==> src/rtl/bus_tenure_throttle.sv <==
module bus_tenure_throttle #(
  parameter int CLK_MHZ    = 50,
  parameter int TMO_CYCLES = 4000
) (
  input  logic       clk,
  input  logic       rst_n,
  input  logic [7:0] cfg_limit,
  input  logic [1:0] cfg_dead,
  input  logic       cfg_ror,
  input  logic       cfg_long,
  input  logic       cfg_tmo_en,
  input  logic       xfer_req,
  input  logic       xfer_ack,
  input  logic       bus_gnt,
  input  logic       other_req,
  input  logic       err_clr,
  output logic       bus_req,
  output logic       xfer_en,
  output logic       xfer_size,
  output logic       tmo_err,
  output logic [7:0] err_code
);

  localparam int STEP     = (32 * CLK_MHZ + 9) / 10;
  localparam int DEAD_MAX = 4 * STEP;
  localparam int DW       = $clog2(DEAD_MAX + 1);
  localparam int TW       = $clog2(TMO_CYCLES + 1);
  localparam logic [7:0] CODE_TMO = 8'h44;

  typedef enum logic [2:0] {S_IDLE, S_REQ, S_OWN, S_DEAD, S_ERR} st_t;

  st_t           st;
  logic [8:0]    left;
  logic [TW-1:0] timer;
  logic [DW-1:0] dead_cnt;
  logic [DW-1:0] dead_len;
  logic          expired, rel;

  always_comb begin
    case (cfg_dead)
      2'b00:   dead_len = '0;
      2'b01:   dead_len = DW'(STEP);
      2'b10:   dead_len = DW'(2 * STEP);
      default: dead_len = DW'(DEAD_MAX);
    endcase
  end

  assign expired = cfg_tmo_en && (timer == TW'(TMO_CYCLES));
  assign rel     = (xfer_ack && left == 9'd1) || (cfg_ror && other_req) || !xfer_req;

  assign bus_req   = (st == S_REQ) || (st == S_OWN);
  assign xfer_en   = (st == S_OWN);
  assign xfer_size = xfer_en & cfg_long;
  assign tmo_err   = (st == S_ERR);
  assign err_code  = tmo_err ? CODE_TMO : 8'h00;

  always_ff @(posedge clk or negedge rst_n) begin
    if (!rst_n) begin
      st       <= S_IDLE;
      left     <= '0;
      timer    <= '0;
      dead_cnt <= '0;
    end else begin
      case (st)
        S_IDLE: begin
          timer <= '0;
          if (xfer_req) st <= S_REQ;
        end
        S_REQ: begin
          if (bus_gnt) begin
            st    <= S_OWN;
            left  <= (cfg_limit == 8'd0) ? 9'd256 : {1'b0, cfg_limit};
            timer <= '0;
          end else if (expired) begin
            st <= S_ERR;
          end else if (cfg_tmo_en) begin
            timer <= timer + 1'b1;
          end
        end
        S_OWN: begin
          if (rel) begin
            timer <= '0;
            if (dead_len == '0) begin
              st <= S_IDLE;
            end else begin
              st       <= S_DEAD;
              dead_cnt <= dead_len - 1'b1;
            end
          end else if (xfer_ack) begin
            left  <= left - 1'b1;
            timer <= '0;
          end else if (expired) begin
            st <= S_ERR;
          end else if (cfg_tmo_en) begin
            timer <= timer + 1'b1;
          end
        end
        S_DEAD: begin
          if (dead_cnt == '0) st <= S_IDLE;
          else dead_cnt <= dead_cnt - 1'b1;
        end
        S_ERR: begin
          timer <= '0;
          if (err_clr) st <= S_IDLE;
        end
        default: st <= S_IDLE;
      endcase
    end
  end

endmodule


==> config.mk <==
export PLATFORM = sky130hd
export DESIGN_NAME = bus_tenure_throttle
export DESIGN_NICKNAME = d
export VERILOG_FILES = /design/src/rtl/bus_tenure_throttle.sv
export SDC_FILE = /design/constraint.sdc
export NUM_CORES = 1
export LEC_CHECK = 0
export ABC_AREA = 0
export BUFFER_PORTS_ARGS = -buffer_cell sky130_fd_sc_hd__buf_2
export CAP_MARGIN = 40
export CORE_MARGIN = 2
export CORE_UTILIZATION = 62
export DETAILED_ROUTE_END_ITERATION = 10
export GPL_TIMING_DRIVEN = 0
export HOLD_SLACK_MARGIN = 0.08
export PLACE_DENSITY = 0.85
export SYNTH_ARGS = -nofsm -noshare
export SYNTH_HDL_FRONTEND = slang
export SYNTH_SLANG_ARGS = --single-unit
export TNS_END_PERCENT = 20
==> constraint.sdc <==
create_clock -name clk -period 5.2 [get_ports clk]
set_clock_uncertainty 0.05 [all_clocks]
set_input_delay 0.52 -clock clk [delete_from_list [all_inputs] [get_ports clk]]
set_output_delay 0.52 -clock clk [all_outputs]
set_load 0.01 [all_outputs]
==> summary.md, run 1 <==
| Metric | Value |
|---|---|
| Status | `complete, no violations` |
| Synthesized cell area | `around 2300 um2` |
| Tightest Pin Transition | `0.787 ns` |
| Design Power | `~1.3 mW` |
| R2r worst-path depth | `9` |
| Worst setup path category | `reg2out` |
| Hold buffers post-CTS | `0` |
| Clk_lat worst skew | `0.29 ns` |
| Critical-path cell list | `or3b_1, clkbuf_1, inv_1, buf_2, buf_1, and2_1, buf_2` |
| DRT Pass-1 Iters | `4` |
| Max Cap Viol | `0` |
| Die area | `between 4000 and 5000 um2` |
| Pin count of the biggest net entering global routing | `35` |
| GPL Wtd Cong | `0.875` |
| Routed len/inst | `around 15 um` |
| Starting DRT DRC Count | `~190` |
| Initial antenna violation count | `0` |
| Slowest-stage cell, CP | `dfrtp_1` |
| Worst path required time | `4.63 ns` |
| First-pass GRT wire length | `8.49 mm` |
| Routed vias | `2148` |
| Core Rows | `22` |
| CP arrival | `2.26 ns` |
| I/O pins | `32` |
| Max IR drop VDD | `approximately 0.27 mV` |
| Post-DRT Antenna Nets | `0` |
| Via density | `6.08` |
| Max incr delay on CP | `between 0.4 and 0.5 ns` |
| Post-CTS setup buffer count | `0` |
| Tot GR Track Use | `0.259` |
| Diodes inserted | `0` |
| Unrepaired setup endpoints after global routing | `no` |
| Htree depth | `2` |
| Final net count | `331` |
| DP HPWL | `roughly 3.7 mm` |
| Ratio of cells with drive above 1 in the final layout | `0.180` |
| Worst hold path type | `in2async` |
| Fin. max-slew vios | `0` |
| Cts bufs inserted | `5` |
| Area growth, synth to finish | `12.5%` |
| Power Dens Cells | `496 nW/um2` |
| Hold WS | `0.251 ns` |
| Yosys cell types | `59` |
| PostCTS Resize Cnt | `0` |
| Setup TNS | `0 ns` |
| Crit Path Max Fanout | `10` |
| Root Buffer | `clkbuf_8` |
| CTS tree | `done` |
| Starting Density | `0.636` |
| Reg2reg setup slack | `between 2 and 3 ns` |
| Sequential area share after synthesis | `0.371` |
| Post-layout minimum cycle time | `2.83 ns` |
| Global-route met2 utilization | `0.423` |
| Mapped Cells | `269` |
| Top cells by area, synth | `dfrtp_1, nand2_1, o21ai_0, a21oi_1, nor2_1` |
| Final hold violation count | `0` |
| Die Ht | `64.8 um` |
| Startpoint types | `flop` |
| Async SR Flop Fraction | `1.00` |
| Clock slew at reported path FFs | `0.07 ns` |
| Met1 usage | `0.340` |
| Post-synth EDFFs | `0` |
| CTS Sinks | `34` |
| Worst r2r src | `st[0]` |
| GRT met3 Usage | `0.0503` |
| Leak | `1.11 nW` |
| CTS max path bufs | `2` |
| Endpoints failing setup | `0` |
| Critical Path Most Common Cell | `buf_2` |
| Synth area leader | `dfrtp_1` |
| DRC Markers | `0` |
| Grt ovf | `0` |
| Syn. warnings | `0` |
| Crit. End Element | `output port` |
| Share of the synthesized area in the top cell type | `0.371` |
| Fin crit share | `0.544` |
| Grt peak-use layer | `met2` |
| Post-Route WL | `roughly 5.1 mm` |
| Max_slew headroom | `0.472` |
| Predominant post-synthesis flop cell | `dfrtp_1` |
| Vias in the first global route | `1950` |
| Register bit total from synthesis | `34` |
| Core Util, Final | `0.716` |
| Fmax | `353 MHz` |
| Port bufs | `25` |
| Core Region | `between 3000 and 4000 um2` |
| Die X | `64.8 um` |
| FF-to-FF End | `dead_cnt[8]` |
| Syn avg cell area | `8.53 um2` |
[final cells by class]
type | instances | area [um2]
timing repair buffer | 25 | 125
buffer | 19 | 120
clock buffer | 6 | 82.6
tap | 48 | 60.1
sequential | 34 | 851
multi-input combinational | 215 | 1320
fill | 292 | 1020
inverter | 6 | 22.5
[kinds of logic (layout without fill, tap and decap cells)]
logic type      count (synthesis)  count (layout)  share of synthesized area
simple gates                  109             109                      0.244
compound gates                 80              80                      0.233
flops                          34              34                      0.371
buf+inv                        25              56                     0.0622
xor+xnor                        8               8                     0.0305
fa+ha+maj                       6               6                     0.0316
mux                             6               6                     0.0267
other cells                     1               6                    0.00163
[worst max-delay path: cells and delay by family, from the launching register on]
kind	cells	cell delay (ns)
buf+inv	5	0.96
simple gates	2	0.55
flops	1	0.47
[Yosys cell counts (all sizes together), types with 3 or more instances]
library cell and instances:
o21ai 23, nand3b 3, dfrtp 34, o22ai 5
nor3b 4, ha 5, a21o 3, nand2 34
inv 6, nor4 5, a21oi 18, mux2i 5
clkbuf 5, nor3 11, nand3 8, xor2 3
nor2 21, nand4 4, buf 14, a22o 4
a31oi 5, xnor2 5, nand2b 5, o31ai 6
[layout by cell type, fill, tap and decap left out, drive strengths merged, types with 3 or more instances in the layout]
cell,n
o22ai,5
buf,39
a21o,3
xor2,3
a21oi,18
ha,5
nor2,21
mux2i,5
nor3b,4
nand2b,5
o31ai,6
nand2,34
conb,6
dfrtp,34
o21ai,23
nor4,5
a22o,4
nand3b,3
clkbuf,11
nor3,11
inv,6
nand4,4
a31oi,5
xnor2,5
nand3,8
[flip-flops by register name (all words and copies together) (netlist names)]
signal and flops:
st 3, left 9, dead_cnt 10, timer 12
[where the power goes]
group	switching [mW]	leakage, nW	internal (mW)
Combinational	0.373	0.645	0.262
Sequential	0.101	0.424	0.350
Clock	0.0915	0.0431	0.102
Total	0.566	1.11	0.714
[how the worst max path moves through the flow]
| stage | start | endpoint | slack [ns] | cells past startpoint |
|---|---|---|---|---|
| after global placement | st[1] | xfer_size | 2.67 | 7 |
| final | st[1] | xfer_size | 2.37 | 7 |
| after global routing | st[1] | xfer_size | 2.17 | 7 |
| after CTS | st[1] | xfer_size | 2.37 | 7 |
| after detailed placement | st[0] | dead_cnt[8] | 2.66 | 9 |
| after floorplan | st[1] | xfer_size | 2.94 | 6 |
[per-stage QoR]
stage	area [um2]	worst slack (ns)	instances
floorplan	2310	2.94	274
global placement	2500	2.67	347
detailed placement	2500	2.66	347
CTS	2580	2.37	353
global route	2580	2.17	353
finish	2580	2.37	353
[routing by layer]
metal	share of wire	vias to the layer above
met5	0	-
li1	-	1044
met1	0.45	1008
met4	0.012	0
met3	0.060	8
met2	0.48	88
Note: power is estimated with default switching activity, not from simulation.
==> run 2: changes to the inputs <==
CORE_UTILIZATION = 57   (was 62)
PLACE_DENSITY = 0.79   (was 0.85)
clock period = 2.8 ns   (was 5.2 ns; I/O delays follow)
==> summary.md, run 2 (synthesis results as in run 1) <==
| Metric | Value |
|---|---|
| Worst r2r src | `st[0]` |
| Tightest Pin Transition | `0.769 ns (-0.0174 ns)` |
| Final hold violation count | `0 (unchanged)` |
| DP HPWL | `3.70 mm (+0.64%)` |
| Ratio of cells with drive above 1 in the final layout | `0.182 (+0.00208)` |
| Unrepaired setup endpoints after global routing | `no` |
| Final net count | `331 (unchanged)` |
| Fin. max-slew vios | `0 (unchanged)` |
| Die Ht | `67.5 um (+4.0%)` |
| Post-DRT Antenna Nets | `0 (unchanged)` |
| Diodes inserted | `0 (unchanged)` |
| Max IR drop VDD | `0.398 mV (+46%)` |
| Crit Path Max Fanout | `10 (unchanged)` |
| Die area | `4550 um2 (+8.2%)` |
| Critical Path Most Common Cell | `clkbuf_1` |
| Biggest register | `timer` |
| Reg2reg setup slack | `0.23 ns (-2.40 ns)` |
| CTS max path bufs | `2 (unchanged)` |
| Routed len/inst | `14.2 um (-2.0%)` |
| Fin crit share | `0.917` |
| Placed insts | `349 (+0.58%)` |
| Tot GR Track Use | `0.248 (-0.0107)` |
| DRC Markers | `0 (unchanged)` |
| Post-Route WL | `5.08 mm (-0.86%)` |
| Critical-path cell list | `clkbuf_1, nor3b_1, clkbuf_1, nand2_1, ha_1, nor2b_1, nand3_1, xnor2_1, o221a_2` |
| FF+latch area | `851 um2 (unchanged)` |
| First-pass GRT wire length | `8.66 mm (+2.0%)` |
| FF-to-FF End | `dead_cnt[8]` |
| Design Power | `2.39 mW (+87%)` |
| Cts bufs inserted | `5 (unchanged)` |
| Setup TNS | `0 ns (unchanged)` |
| Largest regs | `timer: 12 flops, dead_cnt: 10 flops, left: 9 flops` |
| Vias in the first global route | `1975 (+1.3%)` |
| Hold Path Depth | `3` |
| Flip-flop count of the largest register, all copies and words added | `12 (unchanged)` |
| Multi-input gate area | `1320 um2 (unchanged)` |
| DRT Pass-1 Iters | `4 (unchanged)` |
| Worst setup path category | `reg2reg` |
| R2r worst-path depth | `9 (unchanged)` |
| PostCTS Resize Cnt | `0 (unchanged)` |
| Core Rows | `23 (+4.5%)` |
| Routed vias | `2106 (-2.0%)` |
| Via density | `5.90 (-3.1%)` |
| Clk_lat worst skew | `0.29 ns (about the same)` |
| Hold EP | `left[0]` |
| Root Buffer | `clkbuf_8` |
| Slowest-stage cell, CP | `dfrtp_1` |
| Post-layout minimum cycle time | `between 2 and 3 ns` |
| GPL Wtd Cong | `0.856 (-2.2%)` |
| Max Cap Viol | `0 (unchanged)` |
| Dpl ws | `0.295 ns (-2.37 ns)` |
| Max incr delay on CP | `0.38 ns (-0.09 ns)` |
| Hold_sp | `cfg_limit[0]` |
| Max_slew headroom | `0.487 (+0.0156)` |
| Endpoints failing setup | `0 (unchanged)` |
| Final std cells w/o fill | `357 (+1.1%)` |
| Core Region | `3940 um2 (+9.3%)` |
| Area growth, synth to finish | `13.2%` |
| Status | `complete, no violations` |
| Clock slew at reported path FFs | `0.07 ns (about the same)` |
| Worst hold path type | `in2reg` |
| Grt ovf | `0 (unchanged)` |
| Highest-count cells in the layout ignoring fill and taps | `nand2_1, dfrtp_1, buf_2` |
| Worst path required time | `2.93 ns (-1.70 ns)` |
| Pin count of the biggest net entering global routing | `35 (unchanged)` |
| Crit. End Element | `flop` |
| Initial antenna violation count | `0 (unchanged)` |
| Htree depth | `2 (unchanged)` |
| Starting DRT DRC Count | `189 (+2.2%)` |
| Startpoint types | `flop` |
| Fmax | `390 MHz` |
| Power Dens Cells | `921 nW/um2 (+86%)` |
| Port bufs | `25 (unchanged)` |
| CP arrival | `2.70 ns (+0.44 ns)` |
| CTS tree | `done` |
| I/O pins | `32 (unchanged)` |
| Die X | `67.5 um (+4.0%)` |
| Fin worst setup slack | `0.233 ns (-2.14 ns)` |
| Leak | `1.12 nW (+0.73%)` |
| CTS Sinks | `34 (unchanged)` |
| Starting Density | `0.582 (-0.0543)` |
| Filler cells | `330 (+13%)` |
| Post-CTS setup buffer count | `0 (unchanged)` |
==> run 2: final cells by class <==
| type | count | share of cell area |
|---|---|---|
| clock inverters | 1 | 0.00193 |
| well taps | 50 | 0.0241 |
| repair buffers | 26 | 0.0520 |
| plain buffers | 18 | 0.0448 |
| inverters | 6 | 0.00867 |
| flip-flops and latches | 34 | 0.327 |
| clock buffers | 7 | 0.0332 |
| multi-input cells | 215 | 0.508 |
==> run 2: power by group <==
part           total, mW  internal (mW)  switching (mW)
clock network      0.380          0.198           0.181
logic               1.18          0.484           0.692
registers          0.839          0.649           0.190
==> run 2: worst max-delay path, delay by kind of cell, from the launching register on <==
kind | cells | cell delay [ns]
AND/OR/NAND/NOR | 4 | 0.73
buffers and inverters | 2 | 0.68
flip-flops | 1 | 0.38
adder cells (fa/ha/maj) | 1 | 0.30
AO/OA/AOI/OAI | 1 | 0.25
XOR/XNOR | 1 | 0.08
==> run 2: per-stage QoR <==
step / utilization / area, um2 / hold slack (ns)
detailed placement: 0.634 / 2500 / 0.360
global route: 0.659 / 2600 / 0.281
floorplan: - / 2310 / -0.0656
global placement: 0.634 / 2500 / 0.353
CTS: 0.660 / 2600 / 0.261
finish: 0.659 / 2600 / 0.262
==> run 2: repair_timing <==
action / 4_1_cts / 5_1_grt
hold buffers: 1 / 0
endpoints found under the hold margin: 34 / 0
endpoints found under the setup margin: 0 / 1
==> run 2: how the worst max path moves through the flow <==
stage           from          end  slack (ns)
2_1_floorplan  st[0]  dead_cnt[8]        0.61
3_3_place_gp   st[0]  dead_cnt[8]        0.26
3_5_place_dp   st[0]  dead_cnt[8]        0.30
4_1_cts        st[1]    xfer_size        0.16
5_1_grt        st[0]  dead_cnt[8]       0.007
6_report       st[0]  dead_cnt[8]        0.23
==> run 2: per-layer routing <==
metal  track usage  part of all wire  wire length, um  vias up
met3        0.0550             0.061              309        4
met1         0.346              0.48             2450      978
met2         0.389              0.45             2280       74
met4        0.0714            0.0085               43        0
li1              -                 -                -     1050
met5             0                 0                0        -
==> run 3: changes to the inputs <==
ABC_AREA = 1   (was 0)
CORE_UTILIZATION = 58   (was 57)
PLACE_DENSITY = 0.8   (was 0.79)
==> summary.md, run 3 <==
| Metric | Value |
|---|---|
| CTS Sinks | `34 (unchanged)` |
| Post-Route WL | `5.69 mm (+12%)` |
| First-pass GRT wire length | `9.92 mm (+15%)` |
| Crit. End Element | `flop` |
| Post-CTS setup buffer count | `0 (unchanged)` |
| Tot GR Track Use | `0.247 (-0.00144)` |
| Initial antenna violation count | `0 (unchanged)` |
| Area growth, synth to finish | `12.0%` |
| CTS tree | `done` |
| Share of the synthesized area in the top cell type | `0.334 (-0.0371)` |
| Diodes inserted | `0 (unchanged)` |
| Design Power | `2.56 mW (+6.7%)` |
| CP arrival | `2.25 ns (-0.45 ns)` |
| Filler cells | `378 (+15%)` |
| Setup TNS | `0 ns (unchanged)` |
| Syn avg cell area | `6.46 um2 (-24%)` |
| Max Cap Viol | `0 (unchanged)` |
| Biggest register | `timer` |
| Core Region | `4290 um2 (+8.9%)` |
| DP HPWL | `4.26 mm (+15%)` |
| DRT Pass-1 Iters | `5 (+1)` |
| Worst setup path category | `reg2reg` |
| Startpoint types | `flop` |
| Vias in the first global route | `2371 (+20%)` |
| Status | `complete, no violations` |
| Max_slew headroom | `0.477 (-0.00977)` |
| Root Buffer | `clkbuf_8` |
| Endpoints failing setup | `0 (unchanged)` |
| Register bit total from synthesis | `34 (unchanged)` |
| Power Dens Cells | `895 nW/um2 (-2.9%)` |
| Tightest Pin Transition | `0.784 ns (+0.0147 ns)` |
| Grt ovf | `0 (unchanged)` |
| Final hold violation count | `0 (unchanged)` |
| Commonest non-fill, non-tap cell in the layout | `nand2_1` |
| Syn. warnings | `0 (unchanged)` |
| Htree depth | `2 (unchanged)` |
| Flip-flop count of the largest register, all copies and words added | `12 (unchanged)` |
| Starting DRT DRC Count | `215 (+14%)` |
| Post-synth top cells | `nand2_1, nor2_1, inv_1` |
| Sequential area share after synthesis | `0.334 (-0.0371)` |
| Max IR drop VDD | `0.551 mV (+38%)` |
| Clock slew at reported path FFs | `0.07 ns (about the same)` |
| Leak | `1.51 nW (+35%)` |
| Worst path required time | `2.97 ns (+0.04 ns)` |
| Post-layout minimum cycle time | `2.08 ns (-0.491 ns)` |
| Count leader, synth | `nand2_1` |
| Port bufs | `24 (-4.0%)` |
| Worst hold path type | `in2reg` |
| Clk_lat worst skew | `0.28 ns (about the same)` |
| Highest-count cells in the layout ignoring fill and taps | `nand2_1, nor2_1, inv_1` |
| PostCTS Resize Cnt | `0 (unchanged)` |
| Core Rows | `24 (+4.3%)` |
| Unrepaired setup endpoints after global routing | `no` |
| Hold buffers post-CTS | `1 (unchanged)` |
| Dpl ws | `0.766 ns (+0.471 ns)` |
| Hold WS | `0.225 ns (-0.0374 ns)` |
| Largest regs | `timer: 12 flops, dead_cnt: 10 flops, left: 9 flops` |
| Die area | `4940 um2 (+8.6%)` |
| Fin worst setup slack | `0.724 ns (+0.491 ns)` |
| GPL Wtd Cong | `0.934 (+9.2%)` |
| Top cells by area, synth | `dfrtp_1, nand2_1, nor2_1, inv_1, nand3_1` |
| Via density | `5.23 (-11%)` |
| Crit Path Max Fanout | `10 (unchanged)` |
| FF+latch area | `851 um2 (unchanged)` |
| Die Ht | `70.3 um (+4.2%)` |
| Routed vias | `2536 (+20%)` |
| DRC Markers | `0 (unchanged)` |
| Starting Density | `0.594 (+0.0118)` |
| Post-synth EDFFs | `0 (unchanged)` |
| Post-DRT Antenna Nets | `0 (unchanged)` |
| Cts bufs inserted | `5 (unchanged)` |
| Synth area leader | `dfrtp_1` |
| Mapped Cells | `395 (+47%)` |
| Fin. max-slew vios | `0 (unchanged)` |
| Predominant post-synthesis flop cell | `dfrtp_1` |
| Async SR Flop Fraction | `1.00 (unchanged)` |
| Die X | `70.3 um (+4.2%)` |
| CTS max path bufs | `2 (unchanged)` |
| Yosys cell types | `32 (-46%)` |
| Ratio of cells with drive above 1 in the final layout | `0.127 (-0.0554)` |
| Routed len/inst | `11.7 um (-18%)` |
| Pin count of the biggest net entering global routing | `35 (unchanged)` |
| Final net count | `457 (+38%)` |
| Fin crit share | `0.741 (-0.175)` |
| Synthesized cell area | `2550 um2 (+11%)` |
| I/O pins | `32 (unchanged)` |
| Multi-input gate area | `1410 um2 (+7.1%)` |
| Fmax | `482 MHz (+24%)` |
run 3: cell count changes after synthesis, moves of 10 or more:
cell / delta
nor2_1: +35
a21oi_1: -15
nand3_1: +30
nand2_1: +86
inv_1: +45
o21ai_1: +10
run 3: cell families after synthesis:
| logic type | synth area share |
|---|---|
| and+or+nand+nor | 0.372 |
| buffers and inverters | 0.119 |
| AOI/OAI and AO/OA | 0.129 |
| DFF | 0.334 |
| xor gates and xnor gates | 0.0206 |
| adders and majority gates | 0.0245 |
| other | 0.00147 |
run 3: path summary, 6_finish.rpt:
path                       depth (start not counted)         from     endpoint  slack [ns]
setup / recovery                                  12        st[0]  dead_cnt[6]        0.72
hold / removal                                     4      err_clr        st[2]        0.23
setup reg to reg                                  12        st[0]  dead_cnt[6]        0.72
hold reg to reg                                    2  dead_cnt[9]  dead_cnt[9]        0.43
max in group asynchronous                          2        rst_n     timer[3]        1.64
min in group asynchronous                          2        rst_n      left[3]        0.56
run 3: area by class of cell:
class	count	share of cell area
Inverter	54	0.0710
Timing Repair Buffer	25	0.0456
Clock buffer	7	0.0302
Buffer	14	0.0355
Multi-Input combinational cell	298	0.495
Clock inverter	1	0.00175
Sequential cell	34	0.298
Tap cell	52	0.0228
run 3: metal layers:
layer  global-route usage  vias to the layer above  part of all wire
met5                    0                        -                 0
met4               0.0726                        0            0.0083
met1                0.321                     1153              0.47
met2                0.416                       63              0.48
li1                     -                     1315                 -
met3               0.0476                        5             0.042
run 3: worst max-delay path, cell delays in order, from the launching register on:
cell and delay, ns:
dfrtp_1 0.33, buf_2 0.20, nand2_1 0.07, nor2_1 0.24, buf_4 0.22, nand2_1 0.10, ha_1 0.21, nand2_1 0.13
nor2_1 0.10, nand2_1 0.09, xor2_1 0.15, nand2_1 0.06, nand2_1 0.05
run 3: per-stage QoR:
step | utilization | cells | area, um2
floorplan | - | 400 | 2570
global placement | 0.641 | 476 | 2750
detailed placement | 0.641 | 476 | 2750
CTS | 0.665 | 485 | 2860
global route | 0.665 | 485 | 2860
finish | 0.665 | 485 | 2860
run 3: report_power, final:
| part | switching, mW | internal [mW] |
|---|---|---|
| logic | 0.897 | 0.474 |
| clock network | 0.175 | 0.198 |
| registers | 0.147 | 0.663 |
| total | 1.22 | 1.34 |
